### src/rtl/scanport_pkg.sv
// Shared types for the reduced scan port: controller states, opcodes and
// opcode decode helpers. Assumes a 3-bit instruction register.
package scanport_pkg;

    typedef enum logic [3:0] {
        ST_RESET, ST_IDLE,
        ST_SEL_DR, ST_CAP_DR, ST_SH_DR, ST_EX1_DR, ST_PAU_DR, ST_EX2_DR, ST_UPD_DR,
        ST_SEL_IR, ST_CAP_IR, ST_SH_IR, ST_EX1_IR, ST_PAU_IR, ST_EX2_IR, ST_UPD_IR
    } tap_state_e;

    localparam int IR_W = 3;

    localparam logic [IR_W-1:0] OP_EXTEST  = 3'b000;
    localparam logic [IR_W-1:0] OP_IDCODE  = 3'b001;
    localparam logic [IR_W-1:0] OP_SAMPLEZ = 3'b010;
    localparam logic [IR_W-1:0] OP_SAMPLE  = 3'b100;
    localparam logic [IR_W-1:0] OP_BYPASS  = 3'b111;
    localparam logic [IR_W-1:0] IR_CAPTURE = 3'b001;

    // Opcodes that route the boundary register.
    function automatic logic op_is_boundary(input logic [IR_W-1:0] op);
        return (op == OP_EXTEST) || (op == OP_SAMPLEZ) || (op == OP_SAMPLE);
    endfunction

    // Opcodes that force device outputs to high impedance.
    function automatic logic op_floats(input logic [IR_W-1:0] op);
        return (op == OP_EXTEST) || (op == OP_SAMPLEZ);
    endfunction

endpackage

### src/rtl/scanport_fsm.sv
// Sixteen-state test controller. Advances on each rising scan clock from
// mode_sel. Assumes a synchronous active-low reset into the reset state.
module scanport_fsm
    import scanport_pkg::*;
(
    input  logic       clk,
    input  logic       rst_n,
    input  logic       tms,
    output tap_state_e st
);

    tap_state_e nxt;

    // Next-state selection per the standard transition graph.
    always_comb begin
        unique case (st)
            ST_RESET:  nxt = tms ? ST_RESET  : ST_IDLE;
            ST_IDLE:   nxt = tms ? ST_SEL_DR : ST_IDLE;
            ST_SEL_DR: nxt = tms ? ST_SEL_IR : ST_CAP_DR;
            ST_CAP_DR: nxt = tms ? ST_EX1_DR : ST_SH_DR;
            ST_SH_DR:  nxt = tms ? ST_EX1_DR : ST_SH_DR;
            ST_EX1_DR: nxt = tms ? ST_UPD_DR : ST_PAU_DR;
            ST_PAU_DR: nxt = tms ? ST_EX2_DR : ST_PAU_DR;
            ST_EX2_DR: nxt = tms ? ST_UPD_DR : ST_SH_DR;
            ST_UPD_DR: nxt = tms ? ST_SEL_DR : ST_IDLE;
            ST_SEL_IR: nxt = tms ? ST_RESET  : ST_CAP_IR;
            ST_CAP_IR: nxt = tms ? ST_EX1_IR : ST_SH_IR;
            ST_SH_IR:  nxt = tms ? ST_EX1_IR : ST_SH_IR;
            ST_EX1_IR: nxt = tms ? ST_UPD_IR : ST_PAU_IR;
            ST_PAU_IR: nxt = tms ? ST_EX2_IR : ST_PAU_IR;
            ST_EX2_IR: nxt = tms ? ST_UPD_IR : ST_SH_IR;
            ST_UPD_IR: nxt = tms ? ST_SEL_DR : ST_IDLE;
            default:   nxt = ST_RESET;
        endcase
    end

    // State register.
    always_ff @(posedge clk) begin
        if (!rst_n) st <= ST_RESET;
        else        st <= nxt;
    end

    // five high mode_sel edges always land in the reset state.
    a_r4_five_ones_reset: assert property (@(posedge clk) disable iff (!rst_n)
        ($past(tms, 1) && $past(tms, 2) && $past(tms, 3) && $past(tms, 4) && $past(tms, 5))
        |-> (st == ST_RESET));

endmodule

### src/rtl/scanport_ir.sv
// Instruction register: a shift stage loaded in Capture-IR and a holding
// register committed in Update-IR. Assumes the controller state as input.
module scanport_ir
    import scanport_pkg::*;
(
    input  logic            clk,
    input  logic            rst_n,
    input  tap_state_e      st,
    input  logic            tdi,
    output logic            ir_so,
    output logic [IR_W-1:0] active_ir
);

    logic [IR_W-1:0] shreg;

    // Shift stage: capture fixed pattern, then shift LSB first.
    always_ff @(posedge clk) begin
        if (!rst_n)               shreg <= '0;
        else if (st == ST_CAP_IR) shreg <= IR_CAPTURE;
        else if (st == ST_SH_IR)  shreg <= {tdi, shreg[IR_W-1:1]};
    end

    // Holding register: IDCODE on reset, new opcode on update.
    always_ff @(posedge clk) begin
        if (!rst_n)               active_ir <= OP_IDCODE;
        else if (st == ST_RESET)  active_ir <= OP_IDCODE;
        else if (st == ST_UPD_IR) active_ir <= shreg;
    end

    assign ir_so = shreg[0];

    // the active instruction moves only via update or reset.
    a_r2_ir_commit_on_update: assert property (@(posedge clk) disable iff (!rst_n)
        !$stable(active_ir) |->
            ($past(st) == ST_UPD_IR || $past(st) == ST_RESET || !$past(rst_n)));

endmodule

### src/rtl/scanport_dr.sv
// Data registers: bypass bit, identification register and boundary register
// fed by two-flop synchronisers. Assumes pins_in is asynchronous to clk.
module scanport_dr
    import scanport_pkg::*;
#(
    parameter int          PIN_W   = 16,
    parameter logic [31:0] ID_CODE = 32'h5A3C_0E71
) (
    input  logic             clk,
    input  logic             rst_n,
    input  tap_state_e       st,
    input  logic             tdi,
    input  logic [IR_W-1:0]  active_ir,
    input  logic [PIN_W-1:0] pins_in,
    output logic             dr_so
);

    localparam int ID_W = $bits(ID_CODE);

    logic             sel_bsr, sel_id, sel_byp;
    logic [PIN_W-1:0] sync1, sync2, bsr;
    logic [ID_W-1:0]  idr;
    logic             byp;

    assign sel_bsr = op_is_boundary(active_ir);
    assign sel_id  = (active_ir == OP_IDCODE);
    assign sel_byp = !sel_bsr && !sel_id;

    // Two-flop synchroniser for every sampled pin.
    always_ff @(posedge clk) begin
        if (!rst_n) begin
            sync1 <= '0;
            sync2 <= '0;
        end else begin
            sync1 <= pins_in;
            sync2 <= sync1;
        end
    end

    // Boundary register: snapshot synchronised pins, shift LSB first.
    always_ff @(posedge clk) begin
        if (!rst_n)                           bsr <= '0;
        else if (sel_bsr && st == ST_CAP_DR)  bsr <= sync2;
        else if (sel_bsr && st == ST_SH_DR)   bsr <= {tdi, bsr[PIN_W-1:1]};
    end

    // Identification register: reload constant, shift LSB first.
    always_ff @(posedge clk) begin
        if (!rst_n)                          idr <= ID_CODE;
        else if (sel_id && st == ST_CAP_DR)  idr <= ID_CODE;
        else if (sel_id && st == ST_SH_DR)   idr <= {tdi, idr[ID_W-1:1]};
    end

    // Bypass bit: capture zero, then single-stage delay.
    always_ff @(posedge clk) begin
        if (!rst_n)                           byp <= 1'b0;
        else if (sel_byp && st == ST_CAP_DR)  byp <= 1'b0;
        else if (sel_byp && st == ST_SH_DR)   byp <= tdi;
    end

    // Serial output of the selected data register.
    always_comb begin
        if (sel_bsr)     dr_so = bsr[0];
        else if (sel_id) dr_so = idr[0];
        else             dr_so = byp;
    end

    // bypass bit holds zero right after capture.
    a_r7_bypass_captures_zero: assert property (@(posedge clk) disable iff (!rst_n)
        ($past(st) == ST_CAP_DR && $past(sel_byp)) |-> (byp == 1'b0));

    // the identification value presents a 1 first after capture.
    a_r3_id_lsb_one: assert property (@(posedge clk) disable iff (!rst_n)
        ($past(st) == ST_CAP_DR && $past(sel_id)) |-> (idr[0] == 1'b1));

endmodule

### src/rtl/scanport_top.sv
// Reduced boundary-scan port top: controller, instruction and data registers,
// falling-edge serial output and output-float control. Observes pins only.
module scanport_top
    import scanport_pkg::*;
#(
    parameter int          PIN_W   = 16,
    parameter logic [31:0] ID_CODE = 32'h5A3C_0E71
) (
    input  logic             scan_clk,
    input  logic             rst_n,
    input  logic             mode_sel,
    input  logic             scan_in,
    input  logic [PIN_W-1:0] pins_in,
    output logic             scan_out,
    output logic             scan_out_en,
    output logic             out_float
);

    tap_state_e      st;
    logic [IR_W-1:0] active_ir;
    logic            ir_so, dr_so;

    scanport_fsm u_fsm (
        .clk   (scan_clk),
        .rst_n (rst_n),
        .tms   (mode_sel),
        .st    (st)
    );

    scanport_ir u_ir (
        .clk       (scan_clk),
        .rst_n     (rst_n),
        .st        (st),
        .tdi       (scan_in),
        .ir_so     (ir_so),
        .active_ir (active_ir)
    );

    scanport_dr #(.PIN_W(PIN_W), .ID_CODE(ID_CODE)) u_dr (
        .clk       (scan_clk),
        .rst_n     (rst_n),
        .st        (st),
        .tdi       (scan_in),
        .active_ir (active_ir),
        .pins_in   (pins_in),
        .dr_so     (dr_so)
    );

    assign out_float = op_floats(active_ir);

    // Falling-edge retiming of serial output and its enable.
    always_ff @(negedge scan_clk) begin
        if (!rst_n) begin
            scan_out    <= 1'b0;
            scan_out_en <= 1'b0;
        end else begin
            scan_out    <= (st == ST_SH_IR) ? ir_so : dr_so;
            scan_out_en <= (st == ST_SH_IR) || (st == ST_SH_DR);
        end
    end

    // enable seen at a rising edge implies a shift state.
    a_r9_enable_only_shift: assert property (@(posedge scan_clk) disable iff (!rst_n)
        scan_out_en |-> (st == ST_SH_IR || st == ST_SH_DR));

    // float can only begin through an instruction update.
    a_r6_float_rises_on_update: assert property (@(posedge scan_clk) disable iff (!rst_n)
        $rose(out_float) |-> ($past(st) == ST_UPD_IR));

endmodule

### config.mk
export PLATFORM = sky130hd
export DESIGN_NAME = scanport_top
export DESIGN_NICKNAME = d
export VERILOG_FILES = /design/src/rtl/scanport_pkg.sv /design/src/rtl/scanport_fsm.sv /design/src/rtl/scanport_ir.sv /design/src/rtl/scanport_dr.sv /design/src/rtl/scanport_top.sv
export SDC_FILE = /design/constraint.sdc
export NUM_CORES = 1
export LEC_CHECK = 0
export BUFFER_PORTS_ARGS = -buffer_cell sky130_fd_sc_hd__clkbuf_2
export CAP_MARGIN = 40
export CORE_ASPECT_RATIO = 1.75
export CORE_UTILIZATION = 53
export DETAILED_ROUTE_END_ITERATION = 16
export PLACE_DENSITY = 0.71
export SKIP_LAST_GASP = 1
export SLEW_MARGIN = 20
export SYNTH_ARGS = -nofsm -noshare
export SYNTH_HDL_FRONTEND = slang
export SYNTH_HIERARCHICAL = 1
export SYNTH_SLANG_ARGS = --single-unit
### constraint.sdc
create_clock -name scan_clk -period 1.95 [get_ports scan_clk]
set_input_delay 0.39 -clock scan_clk [delete_from_list [all_inputs] [get_ports scan_clk]]
set_output_delay 0.39 -clock scan_clk [all_outputs]
set_load 0.005 [all_outputs]
Word-level counts from Yosys, hierarchy flattened --
Cells that the tools add are included.
Operators by class: multiplexer cells 20, equality and inequality tests 18, reductions and logical operators 23, bitwise gates (word level) 1
Operators by type and width (count):
- $pmux 4 s12 | 1
- $eq 4x4->1 const B | 8
- $mux 16 | 2
- $eq 4x3->1 const B | 4
- $mux 4 | 4
- $reduce_or 2->1 | 6
- $eq 4x2->1 const B | 2
- $mux 1 | 8
- $logic_and 1x1->1 | 7
- $mux 2 | 3
- $mux 3 | 2
- $eq 4x1->1 const B | 1
- $logic_not 4->1 | 1
- $reduce_bool 2->1 | 2
- $eq 3x1->1 const B | 1
- $eq 3x2->1 const B | 1
- $eq 3x3->1 const B | 1
- $logic_not 3->1 | 1
- $logic_or 1x1->1 | 3
- $reduce_or 3->1 | 1
- $logic_not 1->1 | 2
- $not 1->1 | 1
Storage, ports and cells: output and inout port bits 3, register bits after elaboration 93, logic and storage cells 73

Logic depth before layout (Yosys ltp) --
depth in word-level cells 7, depth in mapped cells 5, depth with buffers taken out 5

Modules after synthesis --
The synthesis kept the hierarchy.
By module, submodules not included:
- scanport_dr | area an instance 2786.4 um^2, sequential area each 1621.6 um^2, times used 1, cells an instance 256
- scanport_fsm | area an instance 315.3 um^2, sequential area each 80.1 um^2, times used 1, cells an instance 38
- scanport_ir | area an instance 252.7 um^2, sequential area each 120.1 um^2, times used 1, cells an instance 25
- scanport_top | area an instance 97.6 um^2, sequential area each 40.0 um^2, times used 1, cells an instance 10

==> impl_metrics.tcl <==
set metrics [dict create \
    numCtsBuffers 9 \
    ys.flop_type "dfxtp_1" \
    slew_violations 0 \
    yosysWarnings 6 \
    gr-usage-met1_pct 23.0 \
    r2r_start "u_ir/active_ir[1]" \
    combPwrFrac_pct 6.8 \
    overflow 0 \
    pwr-share-seq_pct 58.7 \
    core.rowCount 38 \
    slew_headroom_pct 59.9 \
    yosys.cell_types.count 51 \
    netlist_area_um2 3450 \
    cts_htree_levels 3 \
    crit_fanout 1 \
    pwr_density_cell_nw_per_um2 846 \
    holdPathEnd "u_dr/sync1[9]" \
    grt_pass1_wl_um 10700 \
    synthArstFlopShare_pct 0 \
    post-place-ws_ps -95.4 \
    ir_drop_mv 0.420 \
    ys_seq_elements 93 \
    r2r_slack_ps -70 \
    setup_slack_ps -219 \
    syn_inst 329 \
    worstMarginPinSlew_ps 601 \
    die_height_um 109 \
    routed_wl_um 6440 \
    p_total_w 0.00334 \
    hold_path_class "input port to flip-flop" \
    grt_max_degree 86 \
    syn_nets 349 \
    start_util_pct 55.4 \
    leakage_nw 1.55 \
    path_clk_slew_ps 80 \
    rsz0062_at_grt "yes" \
    maxCapViolCount 0 \
    cts_tree "built" \
    cp.arrival_ps 1780 \
    viasPerCell 5.64 \
    yosysSeqAreaShare_pct 53.9 \
    cp-end-kind "primary output" \
    switching_share_pct 22.5 \
    antenna_found_initial 0 \
    worstPathCellList "clkbuf_2" \
    port_buffers 22 \
    clkLatencyLatePin_ps 390 \
    r2r_end "scan_out" \
    violations "setup timing" \
    worstHoldStart "pins_in[9]" \
    cp.required_ps 1560 \
    run_status "finished with violations" \
    grt_use_met2_pct 33.9 \
    busiest_layer "met2" \
    first_global_vias 2330 \
    ant_nets 0 \
    cts_num_sinks 93 \
    setup_violations 3 \
    drc 0 \
    track_usage_pct 20.3 \
    gp_congestion 0.784 \
    drive_gt1_share_pct 21.0 \
    crit_path_max_incr_delay_ps 310 \
    grt_util_met3_pct 5.75 \
    finalHoldViolations 0 \
    drtIter0Drc 160 \
    die_w_um 63.0 \
    cts_root_buf "clkbuf_8" \
    post-dp-hpwl_um 3970 \
    coreArea_um2 6230 \
    tns_ps -485 \
    final_cells 446 \
    first_pass_iters 4 \
    fp.dieArea_um2 6850 \
    utilization_pct 63.3 \
    syn_area_per_cell_um2 10.5 \
    startpoint_type "flip-flop" \
    antenna_cells 0 \
    p_clk_share_pct 34.5 \
    critPathKind "flip-flop to primary output" \
    finClkSkew_ps 46.0 \
    wl_per_cell_um 14.4 \
    intPower_w 0.00258 \
    path_delay_family "flip-flops" \
    final_nets 381 \
    final_common_cell "dfxtp_1" \
    syn2layout_area_growth_pct 14.3 \
    ios 23 \
    power.switching_w 0.000752 \
    synth_edf_count 0 \
    slowest_stage "dfxtp_2" \
    ff2ff_path_depth 5 \
    vias 2516 \
    path_buf_inv 1 \
    hold-path-cell-count 2 \
    layout_common_cells "87 x dfxtp_1, 33 x and2_1, 25 x nand2_1, 22 x clkbuf_2, 19 x buf_4" \
    dp.cells 426 \
    clock_path_buffers 2 \
]
[worst max-delay path by stage]
stage	from	to	depth (start not counted)	slack (ps)
3_3_place_gp	u_ir/active_ir[1]	scan_out	5	-80
2_1_floorplan	u_ir/active_ir[0]	scan_out	5	-60
3_5_place_dp	u_ir/active_ir[0]	scan_out	5	-100
6_report	scan_out_en	scan_out_en	1	-220
5_1_grt	scan_out_en	scan_out_en	1	-260
4_1_cts	scan_out_en	scan_out_en	1	-240
[layout make-up]
class	count	area, um2
Inverter	15	56.3
Tap cell	80	100
Timing Repair Buffer	44	313
Fill cell	522	2280
Clock buffer	13	160
Sequential cell	93	1870
Multi-Input combinational cell	196	1420
Clock inverter	5	25.0
[power by group through the flow]
stage / sequential, W / clock [W] / combinational (W)
floorplan: 0.00201 / 0.00000964 / 0.000144
global placement: 0.00200 / 0.00000964 / 0.000222
detailed placement: 0.00200 / 0.00000964 / 0.000227
CTS: 0.00196 / 0.00119 / 0.000227
global route: 0.00196 / 0.00129 / 0.000250
finish: 0.00196 / 0.00115 / 0.000226
[registers in the layout (all words and copies together) (netlist names)]
register and flops:
u_dr/idr 32, u_dr/bsr 16, u_dr/sync1 16, u_dr/sync2 16
u_fsm/st 4, u_ir/active_ir 3, u_ir/shreg 3, scan_out 1
scan_out_en 1, u_dr/byp 1
[kinds of logic (layout without fill, tap and decap cells)]
group / after synthesis / after routing / share of synthesized area (%)
XOR/XNOR: 1 / 1 / 0.471
multiplexers: 4 / 4 / 1.16
adder cells (fa/ha/maj): 1 / 1 / 0.290
AND/OR/NAND/NOR: 99 / 99 / 16.1
flip-flops: 93 / 93 / 53.9
buffers and inverters: 40 / 77 / 5.22
AO/OA/AOI/OAI: 91 / 91 / 22.8
[through the flow]
step	area (um2)	hold WS, ps
after floorplan	3470	412
after global placement	3740	414
after detailed placement	3740	419
after CTS	3940	222
after global routing	3950	219
final	3950	238
[synth_stat cells, drive strengths merged, types with 5 or more instances]
library cell / count / share of area [%]
inv: 15 / 1.6
o22a: 16 / 4.1
dfxtp: 93 / 54
nand2: 25 / 2.7
o21ai: 5 / 0.72
clkbuf: 14 / 1.5
o221a: 16 / 5.2
buf: 10 / 2.0
a32oi: 8 / 2.0
o22ai: 9 / 1.6
and2: 33 / 6.0
o32ai: 8 / 2.0
nor2: 14 / 1.5
[timing repair]
action | CTS | global route
resized for setup | 2 | 0
hold buffers | 0 | 0
setup endpoints to repair | 3 | 3
setup buffers | 2 | 1
hold endpoints to repair | 0 | 0
pin swaps | 0 | 1
[metal layers]
metal	part of all wire [%]	wire length, um	vias to the layer above
li1	-	-	1269
met1	45	2900	1196
met4	1.8	118	0
met3	3.5	228	9
met2	50	3190	42
met5	0	0	-
Note: power is estimated with default switching activity, not from simulation.
